--- config.mk ---
export PLATFORM = sky130hd
export DESIGN_NAME = flowpair_monitor
export DESIGN_NICKNAME = d
export VERILOG_FILES = /design/src/rtl/flowpair_pkg.sv /design/src/rtl/fpm_history.sv /design/src/rtl/fpm_pair_cell.sv /design/src/rtl/fpm_popcount.sv /design/src/rtl/flowpair_monitor.sv
export SDC_FILE = /design/constraint.sdc
export NUM_CORES = 1
export LEC_CHECK = 0
export BUFFER_PORTS_ARGS = -buffer_cell sky130_fd_sc_hd__buf_4
export CAP_MARGIN = 5
export CELL_PAD_IN_SITES_DETAIL_PLACEMENT = 2
export CELL_PAD_IN_SITES_GLOBAL_PLACEMENT = 2
export CORE_MARGIN = 3
export CORE_UTILIZATION = 40
export CTS_CLUSTER_DIAMETER = 50
export CTS_CLUSTER_SIZE = 24
export DETAILED_ROUTE_END_ITERATION = 10
export GPL_TIMING_DRIVEN = 0
export PLACE_DENSITY = 0.92
export REMOVE_ABC_BUFFERS = 1
export SKIP_CTS_REPAIR_TIMING = 1
export SLEW_MARGIN = 40
export SYNTH_ARGS = -nofsm -noshare
export SYNTH_HDL_FRONTEND = slang
export SYNTH_SLANG_ARGS = --single-unit
--- constraint.sdc ---
create_clock -name clk -period 8.7 [get_ports clk]
set_clock_uncertainty 0.15 [all_clocks]
set_input_delay 0.435 -clock clk [delete_from_list [all_inputs] [get_ports clk]]
set_output_delay 0.435 -clock clk [all_outputs]
set_load 0.02 [all_outputs]
--- src/rtl/flowpair_pkg.sv ---
package flowpair_pkg;
  localparam int HIST_DEPTH = 3;
  localparam int DLY_W      = 2;
  typedef logic [DLY_W-1:0] dly_t;
endpackage

--- src/rtl/fpm_history.sv ---
module fpm_history
  import flowpair_pkg::*;
#(
  parameter int DATA_W = 8
) (
  input  logic              clk,
  input  logic              rst_n,
  input  logic              adv,
  input  logic              flush,
  input  logic [DATA_W-1:0] src,
  input  dly_t              dly,
  output logic [DATA_W-1:0] aligned_src,
  output logic              aligned_ok
);
  logic [DATA_W-1:0] hist_q [HIST_DEPTH];
  logic [DATA_W-1:0] hist_d [HIST_DEPTH];
  logic [1:0]        fill_q, fill_d;

  always_comb begin
    fill_d = fill_q;
    for (int i = 0; i < HIST_DEPTH; i++) hist_d[i] = hist_q[i];
    if (flush) begin
      fill_d = '0;
    end else if (adv) begin
      hist_d[0] = src;
      for (int i = 1; i < HIST_DEPTH; i++) hist_d[i] = hist_q[i-1];
      if (fill_q != 2'd3) fill_d = fill_q + 2'd1;
    end
  end

  always_ff @(posedge clk or negedge rst_n) begin
    if (!rst_n) begin
      fill_q <= '0;
      for (int i = 0; i < HIST_DEPTH; i++) hist_q[i] <= '0;
    end else begin
      fill_q <= fill_d;
      for (int i = 0; i < HIST_DEPTH; i++) hist_q[i] <= hist_d[i];
    end
  end

  always_comb begin
    case (dly)
      2'd0:    aligned_src = src;
      2'd1:    aligned_src = hist_q[0];
      2'd2:    aligned_src = hist_q[1];
      default: aligned_src = hist_q[2];
    endcase
    aligned_ok = (fill_q >= dly);
  end

  // fill level only moves up, one step per evaluated cycle, unless flushed
  assert_fill_monotone_R5: assert property (@(posedge clk) disable iff (!rst_n)
    !flush |=> (fill_q == $past(fill_q)) || (fill_q == $past(fill_q) + 2'd1));
  // history frozen without advance
  assert_hist_frozen_R6: assert property (@(posedge clk) disable iff (!rst_n)
    (!adv && !flush) |=> $stable(fill_q) && $stable(hist_q[0]));
endmodule

--- src/rtl/fpm_pair_cell.sv ---
module fpm_pair_cell #(
  parameter int DATA_W = 8
) (
  input  logic              clk,
  input  logic              rst_n,
  input  logic              eval,
  input  logic              flush,
  input  logic [DATA_W-1:0] sink,
  input  logic [DATA_W-1:0] ref_val,
  input  logic              ref_ok,
  output logic              live
);
  logic live_q, live_d, differ;

  always_comb begin
    differ = eval && ref_ok && (sink != ref_val);
    live_d = live_q;
    if (flush)       live_d = 1'b1;
    else if (differ) live_d = 1'b0;
  end

  always_ff @(posedge clk or negedge rst_n) begin
    if (!rst_n) live_q <= 1'b1;
    else        live_q <= live_d;
  end

  assign live = live_q;

  // an evaluated inequality prunes the pair
  assert_prune_on_diff_R2: assert property (@(posedge clk) disable iff (!rst_n)
    (!flush && eval && ref_ok && sink != ref_val) |=> !live_q);
  // equality alone never prunes
  assert_keep_on_equal_R3: assert property (@(posedge clk) disable iff (!rst_n)
    (!flush && eval && ref_ok && sink == ref_val) |=> live_q == $past(live_q));
endmodule

--- src/rtl/fpm_popcount.sv ---
module fpm_popcount #(
  parameter int N     = 8,
  parameter int CNT_W = $clog2(N+1)
) (
  input  logic             clk,
  input  logic             rst_n,
  input  logic [N-1:0]     bits,
  output logic [CNT_W-1:0] count
);
  logic [CNT_W-1:0] cnt_q, cnt_d;

  always_comb begin
    cnt_d = '0;
    for (int i = 0; i < N; i++) cnt_d = cnt_d + CNT_W'(bits[i]);
  end

  always_ff @(posedge clk or negedge rst_n) begin
    if (!rst_n) cnt_q <= CNT_W'(N);
    else        cnt_q <= cnt_d;
  end

  assign count = cnt_q;
endmodule

--- src/rtl/flowpair_monitor.sv ---
module flowpair_monitor
  import flowpair_pkg::*;
#(
  parameter int NUM_PAIRS = 8,
  parameter int DATA_W    = 8,
  localparam int CNT_W    = $clog2(NUM_PAIRS+1),
  localparam int BUS_W    = NUM_PAIRS*DATA_W
) (
  input  logic                 clk,
  input  logic                 rst_n,
  input  logic                 run_en,
  input  logic                 clear,
  input  logic [BUS_W-1:0]     src_bus,
  input  logic [BUS_W-1:0]     snk_bus,
  input  logic [2*NUM_PAIRS-1:0] dly_bus,
  output logic [NUM_PAIRS-1:0] live_mask,
  output logic [CNT_W-1:0]     live_count
);
  logic adv;
  assign adv = run_en && !clear;

  for (genvar p = 0; p < NUM_PAIRS; p++) begin : g_pair
    logic [DATA_W-1:0] aligned;
    logic              aligned_ok;

    fpm_history #(.DATA_W(DATA_W)) u_hist (
      .clk         (clk),
      .rst_n       (rst_n),
      .adv         (adv),
      .flush       (clear),
      .src         (src_bus[p*DATA_W +: DATA_W]),
      .dly         (dly_bus[p*DLY_W +: DLY_W]),
      .aligned_src (aligned),
      .aligned_ok  (aligned_ok)
    );

    fpm_pair_cell #(.DATA_W(DATA_W)) u_cell (
      .clk     (clk),
      .rst_n   (rst_n),
      .eval    (adv),
      .flush   (clear),
      .sink    (snk_bus[p*DATA_W +: DATA_W]),
      .ref_val (aligned),
      .ref_ok  (aligned_ok),
      .live    (live_mask[p])
    );
  end

  fpm_popcount #(.N(NUM_PAIRS), .CNT_W(CNT_W)) u_count (
    .clk   (clk),
    .rst_n (rst_n),
    .bits  (live_mask),
    .count (live_count)
  );

  // no live bit rises except through clear
  assert_no_revive_R3: assert property (@(posedge clk) disable iff (!rst_n)
    !clear |=> (live_mask & ~$past(live_mask)) == '0);
  // clear restores every pair
  assert_clear_all_R7: assert property (@(posedge clk) disable iff (!rst_n)
    clear |=> &live_mask);
  // nothing changes while disabled
  assert_idle_stable_R6: assert property (@(posedge clk) disable iff (!rst_n)
    (!run_en && !clear) |=> $stable(live_mask));
  // count trails the mask by one cycle
  assert_count_lag_R8: assert property (@(posedge clk) disable iff (!rst_n)
    1'b1 |=> live_count == CNT_W'($countones($past(live_mask))));
endmodule

# After elaboration in Yosys (flattened, before gate mapping)
# Index checks and enable logic that the tools add are counted.
# totals
reg_bits	220
input_bits	148
out_inout_bits	12
word_cells	197
# op_classes
addsub	15
n_lt_le_gt_ge	8
n_eq_ne	32
n_mux	48
bitwise_logic	1
n_reduce_logical	52
# op_table
cell	n
$pmux W8 S3	8
$ne A8 B8 Y1	8
$mux W2	24
$reduce_bool A2 Y1	17
$add A4 B1 Y4	6
$reduce_and A2 Y1	9
$logic_and A1 B1 Y1	17
$add A2 B1 Y2 const B	8
$eq A2 B1 Y1 const B	8
$eq A2 B2 Y1 const B	8
$ge A2 B2 Y1	8
$logic_not A2 Y1	8
$mux W1	16
$ne A2 B2 Y1 const B	8
$add A1 B1 Y2	1
$logic_not A1 Y1	1
$not A1 Y1	1

# Depth between registers and ports, before layout
# Gate-level depths: netlist of the first run.
# depth
ltp_word	7
ltp_mapped	8
mapped_depth_nobuf	8

# Modules after synthesis
# A second synthesis of the first run with hierarchy kept.
# unflattened
hier_cells	765
hier_area_um2	12116.6
# by_module_without_submodules
mod	n_inst	cells_each	area_per_inst_um2	seq_area_each_um2
fpm_history	8	77	1342.5	650.6
fpm_pair_cell	8	15	133.9	26.3
fpm_popcount	1	28	291.5	101.3
flowpair_monitor	1	1	13.8	0.0

# Least setup slack after synthesis of the first run
# OpenSTA, ideal clock, no wires.
# synth_path
path_type	flip-flop to flip-flop
start	register g_pair[0].u_cell.live_q
end	register u_count.cnt_q[2] (netlist: u_count.count[2])
setup_time_ps	123
t_arrival_ps	2696
t_required_ps	8427
slack_ps	5732
path_stages_with_launch	8
path_buffers	0
period_less_slack_ps	2968
path_cell_list	dfstp_2 -> ha_1 -> inv_1 -> fa_1 -> fa_1 -> fa_1 -> fa_1 -> xnor2_1
# synth_via
elab_chain_cells	7
# synth_lines
item	line_no	rtl
from (decl)	fpm_pair_cell.sv:13	logic live_q, live_d, differ;
from (signal assigned)	fpm_pair_cell.sv:24	else live_q <= live_d;
$add A1 B1 Y2	fpm_popcount.sv:14	for (int i = 0; i < N; i++) cnt_d = cnt_d + CNT_W'(bits[i]);
$add A4 B1 Y4 (6 in series)	fpm_popcount.sv:14	
net u_count.cnt_d[2]	fpm_popcount.sv:10	logic [CNT_W-1:0] cnt_q, cnt_d;
to (signal assigned)	fpm_popcount.sv:18	if (!rst_n) cnt_q <= CNT_W'(N);
to (signal assigned)	fpm_popcount.sv:19	else cnt_q <= cnt_d;
to (decl)	fpm_popcount.sv:10	
# The timed path passes the listed nets, and every way through them passes these cells.
# A chain may end at the register's enable or synchronous reset.

# Worst setup path after layout of the first run
# layout_path
start	register g_pair[1].u_cell.live_q
end	register u_count.cnt_q[1] (netlist: u_count.count[1])
# layout_via
elab_chain_cells	7
# layout_lines
item	line_no
from (decl)	fpm_pair_cell.sv:13
from (signal assigned)	fpm_pair_cell.sv:24
$add A1 B1 Y2	fpm_popcount.sv:14
$add A4 B1 Y4 (6 in series)	fpm_popcount.sv:14
net u_count.cnt_d[1]	fpm_popcount.sv:10
# The timed path passes the listed nets, and every way through them passes these cells.

==> results_dict.tcl, run 1 <==
set metrics [dict create \
    outcome "complete, but fails checks" \
    violations "hold timing" \
    drt-total-wl_um 37300 \
    cts.sinks 220 \
    vias 9019 \
    yosys_warnings 0 \
    period_share 0.366 \
    use_met2 0.460 \
    die-area_mm2 0.0307 \
    final_antenna_net_count 0 \
    numCtsBuffers 34 \
    worst_pin_slew_ps 505 \
    antenna_found_initial 0 \
    hold_viol_final 2 \
    hold_path.class "input port to flip-flop" \
    yosys.area.top_type "dfrtp_1" \
    grtUsageMet3 0.0495 \
    initialDrtViolationCount 480 \
    critPathMaxFanout 3 \
    place_inst 1635 \
    total_power_mw 3.41 \
    top_usage_layer "met2" \
    timing.rr.start "g_pair[1].u_cell.live" \
    utilization 0.516 \
    relSlewSlack 0.663 \
    gr-usage-met1 0.287 \
    slew_viol_final 0 \
    syn_inst 1152 \
    grt.overflow.total 0 \
    clock_path_buffers 3 \
    cts_tree "done" \
    antenna_cells 0 \
    route.detailed.drc 0 \
    finalNetCount 1487 \
    portBuffers 159 \
    total_switching_power_uw 988 \
    leakage_nw 7.48 \
    whs_path_depth 3 \
    dr.pass1.iters 4 \
    grt_pass1_vias 10700 \
    fmax_ghz 0.314 \
    die_w_um 175 \
    timing.hold.ws_ps -6.07 \
    io_pins 160 \
    finalNonFillerCells 1712 \
    r2r_cells 7 \
    rr_endpoint "u_count.count[1]" \
    yosys.area.top_type_share 0.461 \
    ff2ff_setup_slack_ps 5520 \
    syn-cell-area_mm2 0.0114 \
    hpwl_um 24500 \
    cp-end-kind "flip-flop" \
    path_clk_slew_ps 50 \
    wire_per_inst_um 21.8 \
    p_int_mw 2.43 \
    finalCriticalPeriod_ps 3180 \
    die_y_um 175 \
    grtUsageTotal 0.245 \
    crit_arrival_ps 3420 \
    rsz0062_at_grt "false" \
    synth-seq-area-share 0.482 \
    synthTopCellsByArea "dfrtp_1 (46%), nand2_1 (19%), mux4_1 (15%)" \
    setup_viol 0 \
    gp_congestion 0.698 \
    synth_cell_types 21 \
    seq_power_share 0.385 \
    power_frac_clock 0.431 \
    drive_above_1_share 0.189 \
    critPathKind "flip-flop to flip-flop" \
    grt_start_max_net_pins 71 \
    core_mm2 0.0280 \
    syn_avg_cell_area_um2 9.93 \
    fill_cells 2872 \
    viasPerCell 5.27 \
    ys_ff_latch 220 \
    grt_pass1_wl_um 60000 \
    rows 61 \
    mostFrequentLayoutCells "nand2_1 (582), dfrtp_1 (211), buf_4 (158)" \
    p_comb_frac 0.183 \
    whs_endpoint "g_pair[4].u_hist.hist_q[18]" \
    start_util 0.409 \
    final_common_cell "nand2_1" \
    p_per_area_mw_per_mm2 236 \
    peakVddDrop_mv 0.189 \
    maxCapViolCount 0 \
    swShare 0.289 \
    htreeDepth 2 \
    required_ps 8940 \
    cts-root-buf "clkbuf_16" \
    crit_path_start_kind "flip-flop" \
    min_from "src_bus[34]" \
    area_growth_pct 26.4 \
    insertion_delay_ps 500 \
]
-- layout make-up --
| type | count | area, um2 | area share |
|---|---|---|---|
| timing repair buffer | 190 | 1700 | 0.117 |
| tap | 378 | 473 | 0.0327 |
| clock inverter | 16 | 204 | 0.0141 |
| inverter | 28 | 105 | 0.00727 |
| clock buffer | 46 | 1010 | 0.0698 |
| multi-input combinational | 834 | 5460 | 0.377 |
| sequential | 220 | 5520 | 0.381 |
-- layer usage --
layer  routed length (um)  share of wire  up-vias
met1                14600           0.39     4673
met4                  838          0.022        0
met2                20200           0.54      206
met3                 1690          0.045       62
met5                    0              0        -
li1                     -              -     4078
-- synth_stat cells --
master,instances
nand2_1,582
dfrtp_1,211
xnor2_1,67
mux4_1,64
inv_1,28
ha_1,27
clkbuf_1,23
buf_2,22
nand2b_1,21
nor2_1,18
nand4_1,16
a21oi_1,14
buf_1,9
dfstp_2,9
buf_4,8
buf_6,8
mux2i_1,8
o32a_2,8
fa_1,4
nor2b_1,4
o21a_1,1
-- power groups by stage --
stage | sequential [mW] | clock (mW) | combinational (mW)
2_1_floorplan | 1.29 | 0 | 0.356
3_3_place_gp | 1.30 | 0 | 0.557
3_5_place_dp | 1.33 | 0 | 0.612
4_1_cts | 1.32 | 1.50 | 0.632
5_1_grt | 1.34 | 1.56 | 0.700
6_report | 1.32 | 1.47 | 0.626
-- critical path: stages (launching register included) --
cell and delay (ps):
dfstp_2 560, ha_1 230, inv_1 80, fa_1 440, fa_1 560, fa_1 510, fa_1 510, inv_1 40
-- logic make-up after synthesis --
| logic type | count (synthesis) | synth area share |
|---|---|---|
| AOI/OAI and AO/OA | 23 | 0.0147 |
| muxes | 72 | 0.154 |
| adders and majority gates | 31 | 0.0365 |
| buffers and inverters | 98 | 0.0424 |
| xor gates and xnor gates | 67 | 0.0513 |
| DFF | 220 | 0.482 |
| and+or+nand+nor | 641 | 0.219 |
-- state kept, by name, summed over array words and instances (netlist names) --
register / cells
u_count.count: 4
g_pair.u_hist.fill_q: 16
g_pair.u_cell.live: 8
g_pair.u_hist.hist_q: 192
-- worst max path at each step --
stage	slack, ps	depth (start not counted)	start	to
finish	5520	7	g_pair[1].u_cell.live	u_count.count[1]
CTS	5470	7	g_pair[1].u_cell.live	u_count.count[1]
detailed placement	5510	7	g_pair[1].u_cell.live	u_count.count[2]
global placement	-2810	4	clear	g_pair[4].u_hist.hist_q[19]
global route	5400	7	g_pair[1].u_cell.live	u_count.count[2]
floorplan	1640	3	clear	g_pair[0].u_hist.hist_q[0]
-- stage by stage --
| step | worst slack, ps | instance area [um2] | TNS, ps |
|---|---|---|---|
| floorplan | 1640 | 11100 | 0 |
| detailed placement | 5510 | 13100 | 0 |
| CTS | 5470 | 14300 | 0 |
| finish | 5520 | 14500 | 0 |
| global route | 5400 | 14500 | 0 |
| global placement | -2810 | 12700 | -510470 |
No activity file was read; power rests on OpenSTA's default activity.
==> run 2, diff against run 1 <==
--- a/config.mk
+++ b/config.mk
@@ -5,17 +5,18 @@
 export SDC_FILE = /design/constraint.sdc
 export NUM_CORES = 1
 export LEC_CHECK = 0
+export ABC_AREA = 1
 export BUFFER_PORTS_ARGS = -buffer_cell sky130_fd_sc_hd__buf_4
 export CAP_MARGIN = 5
 export CELL_PAD_IN_SITES_DETAIL_PLACEMENT = 2
 export CELL_PAD_IN_SITES_GLOBAL_PLACEMENT = 2
 export CORE_MARGIN = 3
-export CORE_UTILIZATION = 40
+export CORE_UTILIZATION = 33
 export CTS_CLUSTER_DIAMETER = 50
 export CTS_CLUSTER_SIZE = 24
 export DETAILED_ROUTE_END_ITERATION = 10
 export GPL_TIMING_DRIVEN = 0
-export PLACE_DENSITY = 0.92
+export PLACE_DENSITY = 0.87
 export REMOVE_ABC_BUFFERS = 1
 export SKIP_CTS_REPAIR_TIMING = 1
 export SLEW_MARGIN = 40
==> constraint.sdc (replaced) <==
create_clock -name clk -period 2.96 [get_ports clk]
set_clock_uncertainty 0.15 [all_clocks]
set_input_delay 0.148 -clock clk [delete_from_list [all_inputs] [get_ports clk]]
set_output_delay 0.148 -clock clk [all_outputs]
set_load 0.02 [all_outputs]
==> run 2 against run 1 <==
The run still ends with hold timing left. Cell count increased by 50%. Sequential power grew to 2.9 times the previous value. Routed wire length is 34% higher. Clock-buffer cell count up 5. Total power grew to 3.1 times the previous value. First-iteration DRC count fell by 7.3%. Register-to-register slack lost 5500 ps. Flip-flop and latch count unchanged. Highest routed layer unchanged. Clock power rose to 3.2 times the previous value.
==> results_dict.tcl, run 2 <==
set metrics [dict create \
    final_common_cell "nand2_1" \
    die_w_um 201 \
    worst_slack_ps 9.94 \
    rows 70 \
    outcome "complete, but fails checks" \
    die-area_mm2 0.0403 \
    io_pins 160 \
    regMostFlops "g_pair.u_hist.hist_q" \
    grt_pass1_vias 14200 \
    synth_edf_count 0 \
    viasPerCell 5.05 \
    async_flop_share 1.00 \
    yosys_warnings 0 \
    whs_path_depth 8 \
    hold_viol_final 3 \
    worst_pin_slew_ps 632 \
    syn-cell-area_mm2 0.0125 \
    hold_path.class "input port to flip-flop" \
    period_share 0.997 \
    cp-end-kind "flip-flop" \
    grt_pass1_wl_um 73400 \
    crit_chain "ha_4 > inv_2 > fa_2 > fa_1 > fa_2 > fa_2 > inv_2" \
    numCtsBuffers 38 \
    tns_ps 0 \
    utilization 0.446 \
    synth_common_cells "nand2_1 (860), dfrtp_1 (211), nand3_1 (186)" \
    syn_inst 1811 \
    setup_viol 0 \
    cts-root-buf "clkbuf_16" \
    mostFrequentLayoutCells "nand2_1 (860), dfrtp_1 (211), nand3_1 (186)" \
    area_growth_pct 31.8 \
    multiInputGateArea_mm2 0.00597 \
    gp_congestion 0.757 \
    yosys.area.top_type "dfrtp_1" \
    critPathKind "flip-flop to flip-flop" \
    ys_ff_latch 220 \
    synth_cell_types 27 \
    grtUsageTotal 0.220 \
    leakage_nw 8.94 \
    start_util 0.338 \
    critPathMaxFanout 3 \
    path_clk_slew_ps 50 \
    cts_tree "done" \
    relSlewSlack 0.577 \
    crit_arrival_ps 3230 \
    grtUsageMet3 0.0418 \
    die_y_um 201 \
    rsz0062_at_grt "true" \
    finalCriticalPeriod_ps 2950 \
    cpMaxStageDelayCell "dfstp_2" \
    vias 12900 \
    violations "hold timing" \
    yosys.area.top_type_share 0.422 \
    gr-usage-met1 0.264 \
    htreeDepth 2 \
    route.detailed.drc 0 \
    fmax_ghz 0.339 \
    initialDrtViolationCount 445 \
    crit_path_start_kind "flip-flop" \
    required_ps 3240 \
    drive_above_1_share 0.141 \
    syn_avg_cell_area_um2 6.90 \
    timing.hold.ws_ps -29.5 \
    synth-seq-area-share 0.441 \
    antenna_found_initial 0 \
    portBuffers 159 \
    synthTopCellsByArea "dfrtp_1 (42%), nand2_1 (26%), nand3_1 (7.4%)" \
    fill_cells 4267 \
    cp_common_cell "fa_2" \
    core_mm2 0.0370 \
    final_antenna_net_count 0 \
    ys.flop_type "dfrtp_1" \
    place_ws_ps -228 \
    finalNetCount 2208 \
    synth_most_common_cell "nand2_1" \
    hpwl_um 29300 \
    dr.pass1.iters 5 \
    place_inst 2417 \
    maxCapViolCount 0 \
    insertion_delay_ps 540 \
    drt-total-wl_um 50100 \
    grt.overflow.total 0 \
    p_per_area_mw_per_mm2 645 \
    largest_register_ffs 192 \
    slowest_delay_ps 570 \
    finalNonFillerCells 2563 \
    clock_path_buffers 3 \
    slew_viol_final 0 \
    cts.sinks 220 \
    use_met2 0.403 \
    wire_per_inst_um 19.5 \
    peakVddDrop_mv 0.401 \
    grt_start_max_net_pins 69 \
    top_usage_layer "met2" \
    final-seq-area_mm2 0.00552 \
    r2r_cells 7 \
    antenna_cells 0 \
]
==> run 2: cell count changes in the layout (fill, tap and decap cells not counted), sizes merged, moves of 21 or more <==
cell / before / now
xnor2: 67 / 1
nand2b: 21 / 0
dlygate4sd3: 15 / 72
nand2: 582 / 861
o21ai: 0 / 131
mux4: 64 / 0
or2: 0 / 41
inv: 33 / 184
nand3: 0 / 188
nor2: 18 / 60
==> run 2: final timing paths <==
kind | from | endpoint | slack, ps
setup / recovery | g_pair[0].u_cell.live | u_count.count[1] | 10
hold / removal | snk_bus[3] | g_pair[0].u_cell.live | -30
setup reg to reg | g_pair[0].u_cell.live | u_count.count[1] | 10
hold reg to reg | g_pair[6].u_hist.hist_q[2] | g_pair[6].u_hist.hist_q[2] | 310
max in group asynchronous | rst_n | g_pair[1].u_cell.live | 1120
min in group asynchronous | rst_n | g_pair[7].u_hist.hist_q[7] | 540
==> run 2: logic make-up (layout without fill, tap and decap cells) <==
| logic type | Yosys count | after routing | synth area share |
|---|---|---|---|
| compound gates | 145 | 145 | 0.0596 |
| flops | 220 | 220 | 0.441 |
| xor+xnor | 1 | 1 | 0.000701 |
| simple gates | 1160 | 1160 | 0.382 |
| fa+ha+maj | 31 | 31 | 0.0334 |
| buf+inv | 254 | 502 | 0.0835 |
==> run 2: cell type report <==
type                    count  area share
flip-flops and latches    220       0.335
well taps                 504      0.0383
inverters                 182      0.0419
multi-input cells        1337       0.362
clock buffers              51      0.0676
repair buffers            250       0.140
clock inverters            19      0.0153
==> run 2: power breakdown <==
group | total, mW | switching, mW | internal, mW
registers | 3.85 | 0.360 | 3.49
logic | 2.01 | 1.23 | 0.776
clock network | 4.76 | 1.67 | 3.09
==> run 2: metrics by stage <==
stage                     area [um2]  total power, mW
after floorplan                12100             4.84
final                          16500             10.6
after global routing           16500             11.2
after detailed placement       14300             5.70
after global placement         14000             5.52
after CTS                      15700             10.6
==> run 2: critical path: cells and delay by family, from the launching register on <==
| family | cells | cell delay [ps] |
|---|---|---|
| flip-flops | 1 | 570 |
| buffers and inverters | 2 | 80 |
| adder cells (fa/ha/maj) | 5 | 2050 |
==> run 2: routing by layer <==
metal | wire length [um] | part of all wire | vias up
li1 | - | - | 6049
met1 | 20800 | 0.42 | 6598
met2 | 26600 | 0.53 | 214
met3 | 1530 | 0.030 | 82
met4 | 1170 | 0.023 | 0
met5 | 0 | 0 | -
